### config.mk
export PLATFORM = sky130hd
export DESIGN_NAME = rdt_timer
export DESIGN_NICKNAME = d
export VERILOG_FILES = /design/src/rtl/rdt_pkg.sv /design/src/rtl/rdt_edge.sv /design/src/rtl/rdt_counter.sv /design/src/rtl/rdt_status.sv /design/src/rtl/rdt_timer.sv
export SDC_FILE = /design/constraint.sdc
export NUM_CORES = 1
export LEC_CHECK = 0
export ABC_AREA = 0
export BUFFER_PORTS_ARGS = -buffer_cell sky130_fd_sc_hd__buf_2
export CAP_MARGIN = 20
export CELL_PAD_IN_SITES_DETAIL_PLACEMENT = 1
export CELL_PAD_IN_SITES_GLOBAL_PLACEMENT = 1
export CORE_MARGIN = 1.5
export CORE_UTILIZATION = 36
export DETAILED_ROUTE_END_ITERATION = 10
export PLACE_DENSITY_LB_ADDON = 0.1
export SYNTH_ARGS = -nofsm -noshare
export SYNTH_HDL_FRONTEND = slang
export SYNTH_HIERARCHICAL = 1
export SYNTH_SLANG_ARGS = --single-unit
### constraint.sdc
create_clock -name clk_i -period 2.6 [get_ports clk_i]
set_input_delay 0 -clock clk_i [delete_from_list [all_inputs] [get_ports clk_i]]
set_output_delay 0 -clock clk_i [all_outputs]
set_load 0.02 [all_outputs]
### src/rtl/rdt_pkg.sv
package rdt_pkg;
  typedef enum logic {
    MODE_ON_RET = 1'b0,
    MODE_OFF    = 1'b1
  } mode_e;
endpackage

### src/rtl/rdt_edge.sv
module rdt_edge (
  input  logic clk_i,
  input  logic rst_ni,
  input  logic run_i,
  output logic rise_o,
  output logic fall_o,
  output logic level_o
);
  logic run_q;

  always_ff @(posedge clk_i or negedge rst_ni) begin
    if (!rst_ni) run_q <= 1'b0;
    else         run_q <= run_i;
  end

  assign rise_o  = run_i & ~run_q;
  assign fall_o  = ~run_i & run_q;
  assign level_o = run_q;
endmodule

### src/rtl/rdt_counter.sv
module rdt_counter #(
  parameter int unsigned CNT_W = 16
) (
  input  logic             clk_i,
  input  logic             rst_ni,
  input  logic             clr_i,
  input  logic             load_i,
  input  logic             tick_i,
  input  logic [CNT_W-1:0] preset_i,
  output logic [CNT_W-1:0] cnt_o,
  output logic             running_o,
  output logic             expire_o
);
  localparam logic [CNT_W-1:0] ONE  = CNT_W'(1);
  localparam logic [CNT_W-1:0] ZERO = '0;

  logic [CNT_W-1:0] cnt_q;
  logic             run_q;
  logic             step;

  assign step     = run_q & tick_i;
  // expiry event: zero preset on load, or last tick of a running count
  assign expire_o = ~clr_i & ((load_i & (preset_i == ZERO)) |
                              (~load_i & step & (cnt_q == ONE)));

  always_ff @(posedge clk_i or negedge rst_ni) begin
    if (!rst_ni) begin
      cnt_q <= ZERO;
      run_q <= 1'b0;
    end else if (clr_i) begin
      cnt_q <= ZERO;
      run_q <= 1'b0;
    end else if (load_i) begin
      cnt_q <= preset_i;
      run_q <= (preset_i != ZERO);
    end else if (step) begin
      cnt_q <= cnt_q - ONE;
      if (cnt_q == ONE) run_q <= 1'b0;
    end
  end

  assign cnt_o     = cnt_q;
  assign running_o = run_q;

  assert_load_R1: assert property (@(posedge clk_i) disable iff (!rst_ni)
    (load_i && !clr_i) |=> (cnt_q == $past(preset_i)));
  assert_dec_R2: assert property (@(posedge clk_i) disable iff (!rst_ni)
    (run_q && tick_i && !load_i && !clr_i) |=> (cnt_q == $past(cnt_q) - ONE));
  assert_hold_R2: assert property (@(posedge clk_i) disable iff (!rst_ni)
    (!run_q && !load_i && !clr_i) |=> $stable(cnt_q));
  assert_clear_R7: assert property (@(posedge clk_i) disable iff (!rst_ni)
    clr_i |=> (cnt_q == ZERO && !run_q));
endmodule

### src/rtl/rdt_status.sv
module rdt_status
  import rdt_pkg::*;
#(
  parameter mode_e MODE = MODE_ON_RET
) (
  input  logic clk_i,
  input  logic rst_ni,
  input  logic clr_i,
  input  logic rise_i,
  input  logic fall_i,
  input  logic level_i,
  input  logic running_i,
  input  logic expire_i,
  output logic start_o,
  output logic status_o
);
  generate
    if (MODE == MODE_ON_RET) begin : g_on
      logic done_q;
      logic unused_on;
      assign unused_on = ^{fall_i, level_i, running_i};

      always_ff @(posedge clk_i or negedge rst_ni) begin
        if (!rst_ni)       done_q <= 1'b0;
        else if (clr_i)    done_q <= 1'b0;
        else if (expire_i) done_q <= 1'b1;
      end

      // expired timer ignores edges until cleared
      assign start_o  = rise_i & ~done_q;
      assign status_o = done_q;

      assert_latch_R6: assert property (@(posedge clk_i) disable iff (!rst_ni)
        (done_q && !clr_i) |=> done_q);
      assert_set_R3: assert property (@(posedge clk_i) disable iff (!rst_ni)
        (expire_i && !clr_i) |=> done_q);
      assert_clr_R7: assert property (@(posedge clk_i) disable iff (!rst_ni)
        clr_i |=> !done_q);
    end else begin : g_off
      logic unused_off;
      assign unused_off = ^{rise_i, expire_i, clk_i, rst_ni, clr_i};

      assign start_o  = fall_i;
      assign status_o = level_i | running_i;
    end
  endgenerate
endmodule

### src/rtl/rdt_timer.sv
module rdt_timer
  import rdt_pkg::*;
#(
  parameter int unsigned CNT_W = 16,
  parameter mode_e       MODE  = MODE_ON_RET
) (
  input  logic             clk_i,
  input  logic             rst_ni,
  input  logic             run_i,
  input  logic             clr_i,
  input  logic             tick_i,
  input  logic [CNT_W-1:0] preset_i,
  output logic             status_o,
  output logic [CNT_W-1:0] remain_o
);
  logic rise, fall, level;
  logic start, running, expire;

  rdt_edge u_edge (
    .clk_i   (clk_i),
    .rst_ni  (rst_ni),
    .run_i   (run_i),
    .rise_o  (rise),
    .fall_o  (fall),
    .level_o (level)
  );

  rdt_status #(.MODE(MODE)) u_status (
    .clk_i     (clk_i),
    .rst_ni    (rst_ni),
    .clr_i     (clr_i),
    .rise_i    (rise),
    .fall_i    (fall),
    .level_i   (level),
    .running_i (running),
    .expire_i  (expire),
    .start_o   (start),
    .status_o  (status_o)
  );

  rdt_counter #(.CNT_W(CNT_W)) u_cnt (
    .clk_i     (clk_i),
    .rst_ni    (rst_ni),
    .clr_i     (clr_i),
    .load_i    (start),
    .tick_i    (tick_i),
    .preset_i  (preset_i),
    .cnt_o     (remain_o),
    .running_o (running),
    .expire_o  (expire)
  );

  generate
    if (MODE == MODE_OFF) begin : g_off_chk
      assert_off_start_R8: assert property (@(posedge clk_i) disable iff (!rst_ni)
        (fall && !clr_i && preset_i != '0) |=> (running && status_o));
    end else begin : g_on_chk
      assert_fall_keeps_R4: assert property (@(posedge clk_i) disable iff (!rst_ni)
        (fall && !clr_i && status_o) |=> status_o);
    end
  endgenerate
endmodule

# After elaboration in Yosys (flattened, before gate mapping)
# Index checks and enable logic that the tools add are counted.
[op_classes] addsub=1 eq_ne=1 n_mux=9 n_bitwise=12 reduce_logical=6
[ops] cell="$mux W16" count=3
[ops] cell="$eq A16 B1 Y1 const B" count=1
[ops] cell="$logic_not A16 Y1" count=1
[ops] cell="$reduce_bool A16 Y1" count=1
[ops] cell="$sub A16 B1 Y16 const B" count=1
[ops] cell="$and A1 B1 Y1" count=7
[ops] cell="$mux W1" count=6
[ops] cell="$reduce_bool A3 Y1" count=2
[ops] cell="$not A1 Y1" count=4
[ops] cell="$reduce_and A2 Y1" count=1
[ops] cell="$reduce_bool A2 Y1" count=1
[ops] cell="$or A1 B1 Y1" count=1
[totals] register_bits=19 in_bits=21 out_inout_bits=17 wordCells=33

# Depth between registers and ports, before layout
[logic_depth] word_depth=10 mapped_depth=8 depth_no_buf=6

# Modules after synthesis
# Netlist, hierarchy kept.
[modules_own_cells] module="rdt_counter" instances=1 cells_each=124 area_each_um2=1084.8 seq_area_each_um2=425.4
[modules_own_cells] module="rdt_status" instances=1 cells_each=3 area_each_um2=41.3 seq_area_each_um2=25.0
[modules_own_cells] module="rdt_edge" instances=1 cells_each=3 area_each_um2=40.0 seq_area_each_um2=25.0

# Least setup slack after synthesis
# No wires, ideal clock.
[synth_timing] path_kind="reg2reg" start="register u_cnt.cnt_q[10] (netlist: u_cnt/cnt_o[10])" end="register u_cnt.cnt_q[14] (netlist: u_cnt/cnt_o[14])" setup_time_ns=0.099 t_arrival_ns=2.178 required_time_ns=2.501 path_slack_ns=0.323 path_stages_with_launch=5 synth_period_minus_slack_ns=2.277 cell_sequence="dfrtp_1 or4_4 or4_1 or4_1 a311oi_1"
[synth_via] elab_chain_cells=4
[synth_rtl] element="from (decl)" line="rdt_counter.sv:17" rtl="logic [CNT_W-1:0] cnt_q;"
[synth_rtl] element="from (signal assigned)" line="rdt_counter.sv:34" rtl="cnt_q <= preset_i;"
[synth_rtl] element="from (signal assigned)" line="rdt_counter.sv:37" rtl="cnt_q <= cnt_q - ONE;"
[synth_rtl] element="$sub A16 B1 Y16" line="rdt_counter.sv:37"
[synth_rtl] element="$mux W16" line="rdt_counter.sv:36" rtl="end else if (step) begin"
[synth_rtl] element="$mux W16" line="rdt_counter.sv:33" rtl="end else if (load_i) begin"
[synth_rtl] element="$mux W16" line="rdt_counter.sv:30" rtl="end else if (clr_i) begin"
# No other way between the ends. The select of a mux whose other input is x is not followed.
# A chain may end at the register's enable or synchronous reset.

# Worst setup path in the final report
# Same ends and word-level chain as after synthesis.

==> impl_metrics.tcl <==
set metrics [dict create \
    postPlaceCellArea_um2 1380 \
    cp_top_family "simple AND/OR/NAND/NOR gates" \
    cts_buffer_depth 2 \
    die_area_um2 3560 \
    diodes 0 \
    intPower_uw 477 \
    setup_tns_ps 0 \
    postRouteWirelength_um 3730 \
    clock_skew_ps 8.95 \
    yosys_warnings 6 \
    path_buf_inv 0 \
    dr_total_vias 1191 \
    post-dp-hpwl_um 2540 \
    synthCells 129 \
    grt_pass1_vias 1196 \
    firstDrtPassIters 4 \
    post_route_cells_drive_above_1_share_pct 26.7 \
    syn_area_um2 1160 \
    drt_iter0_markers 38 \
    worst_path_max_delay_cell "or4_4" \
    cts_setup_buffers 0 \
    power_density_nw_per_um2 470 \
    wl_per_cell_um 16.7 \
    cts-root-buf "clkbuf_4" \
    antenna_found_initial 0 \
    tightest_slew_ps 475 \
    finalSetupViolCount 0 \
    clkTransAtPathRegs_ps 130 \
    grt_setup_unrepaired "no" \
    end_kind "flip-flop" \
    drv_slew 0 \
    comb_power_share_pct 31.4 \
    final_nets 204 \
    cts.sinks 19 \
    fin_area_um2 1580 \
    cts_tree "yes" \
    grt_start_max_net_pins 29 \
    fin_util_pct 51.8 \
    io_pins 38 \
    die-height_um 59.7 \
    remaining_drc_errors 0 \
    grt_pass1_wl_um 6090 \
    required_ps 2830 \
    rows 20 \
    status "finished clean" \
    switchingPower_uw 265 \
    timing_worst_setup_path_type "reg2reg" \
    min_path_type "in2reg" \
    htree_levels 1 \
    fillerInstances 383 \
    cp_max_fo 5 \
    hold_viol_final 0 \
    max_slew_margin_pct 68.0 \
    layout_min_cycle_time_ps 2260 \
    cp_slowest_stage_delay_ps 570 \
    place.gp.congestion 0.775 \
    cap_violations 0 \
    ant_nets 0 \
    leakage_uw 0.000722 \
    viasPerCell 5.32 \
    syn_area_per_cell_um2 8.97 \
    start_util_pct 37.9 \
    arrival_ps 2490 \
    worstSetupStartpointType "flip-flop" \
    die_x_um 59.7 \
    fmax_mhz 443 \
    p_sw_share_pct 35.7 \
    irDropWorstVdd_uv 220 \
    crit_path_frequent_cell "or4_1" \
    crit_chain "or4_4 > or4_1 > or4_1 > a311oi_1" \
    overflow 0 \
    grt_use_total_pct 23.5 \
    port_buffers 37 \
    seqPwrFrac_pct 46.7 \
    coreArea_um2 3050 \
    synthesis.nets 152 \
    pwr-share-clk_pct 21.9 \
    cts_made_buffers 3 \
    clock_latency_ps 310 \
    finalCritPeriodShare_pct 86.8 \
    syn_to_final_growth_pct 36.5 \
]
power groups by stage:
stage	registers, uW	logic, uW	clock network (uW)
final	347	233	163
after global routing	351	256	181
after CTS	347	229	168
after detailed placement	353	211	0
after global placement	350	207	0
after floorplan	372	113	0
area by class of cell:
cell class	count	area [um2]	area share [%]
inverter	5	18.8	1.19
clock buffer	3	22.5	1.43
sequential	19	475	30.1
tap	44	55.1	3.48
timing repair buffer	57	378	23.9
clock inverter	1	5.00	0.317
multi-input combinational	95	626	39.6
final timing paths:
path | slack [ps] | startpoint | cells past startpoint | end
worst max register to register | 340 | u_cnt/cnt_o[10] | 4 | u_cnt/cnt_o[14]
min in group asynchronous | 160 | rst_ni | 2 | u_cnt/cnt_o[6]
max in group asynchronous | 2120 | rst_ni | 2 | u_cnt/cnt_o[2]
worst min-delay path | 20 | preset_i[14] | 3 | u_cnt/cnt_o[14]
worst max-delay path | 340 | u_cnt/cnt_o[10] | 4 | u_cnt/cnt_o[14]
worst min register to register | 580 | u_status/status_o | 1 | u_status/status_o
tightest hold or removal path, cell delays in order:
cell	delay, ps
buf_2	110
nor2_1	130
a311oi_1	60
routing by layer:
layer / up-vias / wire [um] / global-route usage [%]
met3: 5 / 89 / 2.60
li1: 577 / - / -
met2: 29 / 1880 / 41.0
met1: 580 / 1710 / 30.1
met5: - / 0 / 0
met4: 0 / 50 / 7.62
through the flow:
| step | power [uW] | setup slack, ps | std cells | hold slack, ps |
|---|---|---|---|---|
| detailed placement | 564 | 350 | 203 | -18.3 |
| global route | 789 | 240 | 224 | 37.7 |
| CTS | 744 | 337 | 223 | 0.779 |
| floorplan | 485 | 323 | 129 | -296 |
| global placement | 557 | 377 | 203 | -24.0 |
| finish | 742 | 344 | 224 | 16.2 |
flip-flops by register name, indices dropped and copies added, names as in the netlist:
signal and flops:
u_cnt/cnt_o 16, u_cnt/running_o 1, u_edge/level_o 1, u_status/status_o 1
repair_timing:
action	CTS	global route
hold endpoints to repair	34	1
hold buffers	16	1
endpoints found under the setup margin	0	0
resized for setup	0	0
cells in the final DEF (no fill, tap or decap), types with 3 or more instances in the layout:
| cell | count |
|---|---|
| nor2_1 | 15 |
| dlygate4sd3_1 | 17 |
| dfrtp_1 | 19 |
| nand2_1 | 8 |
| xnor2_1 | 10 |
| buf_4 | 3 |
| a211oi_1 | 9 |
| inv_1 | 5 |
| buf_2 | 37 |
| nor4_1 | 11 |
| clkbuf_4 | 3 |
| or4_1 | 3 |
| a21oi_1 | 4 |
| nor3_1 | 5 |
| nor2b_1 | 3 |
No activity file was read; power rests on OpenSTA's default activity.
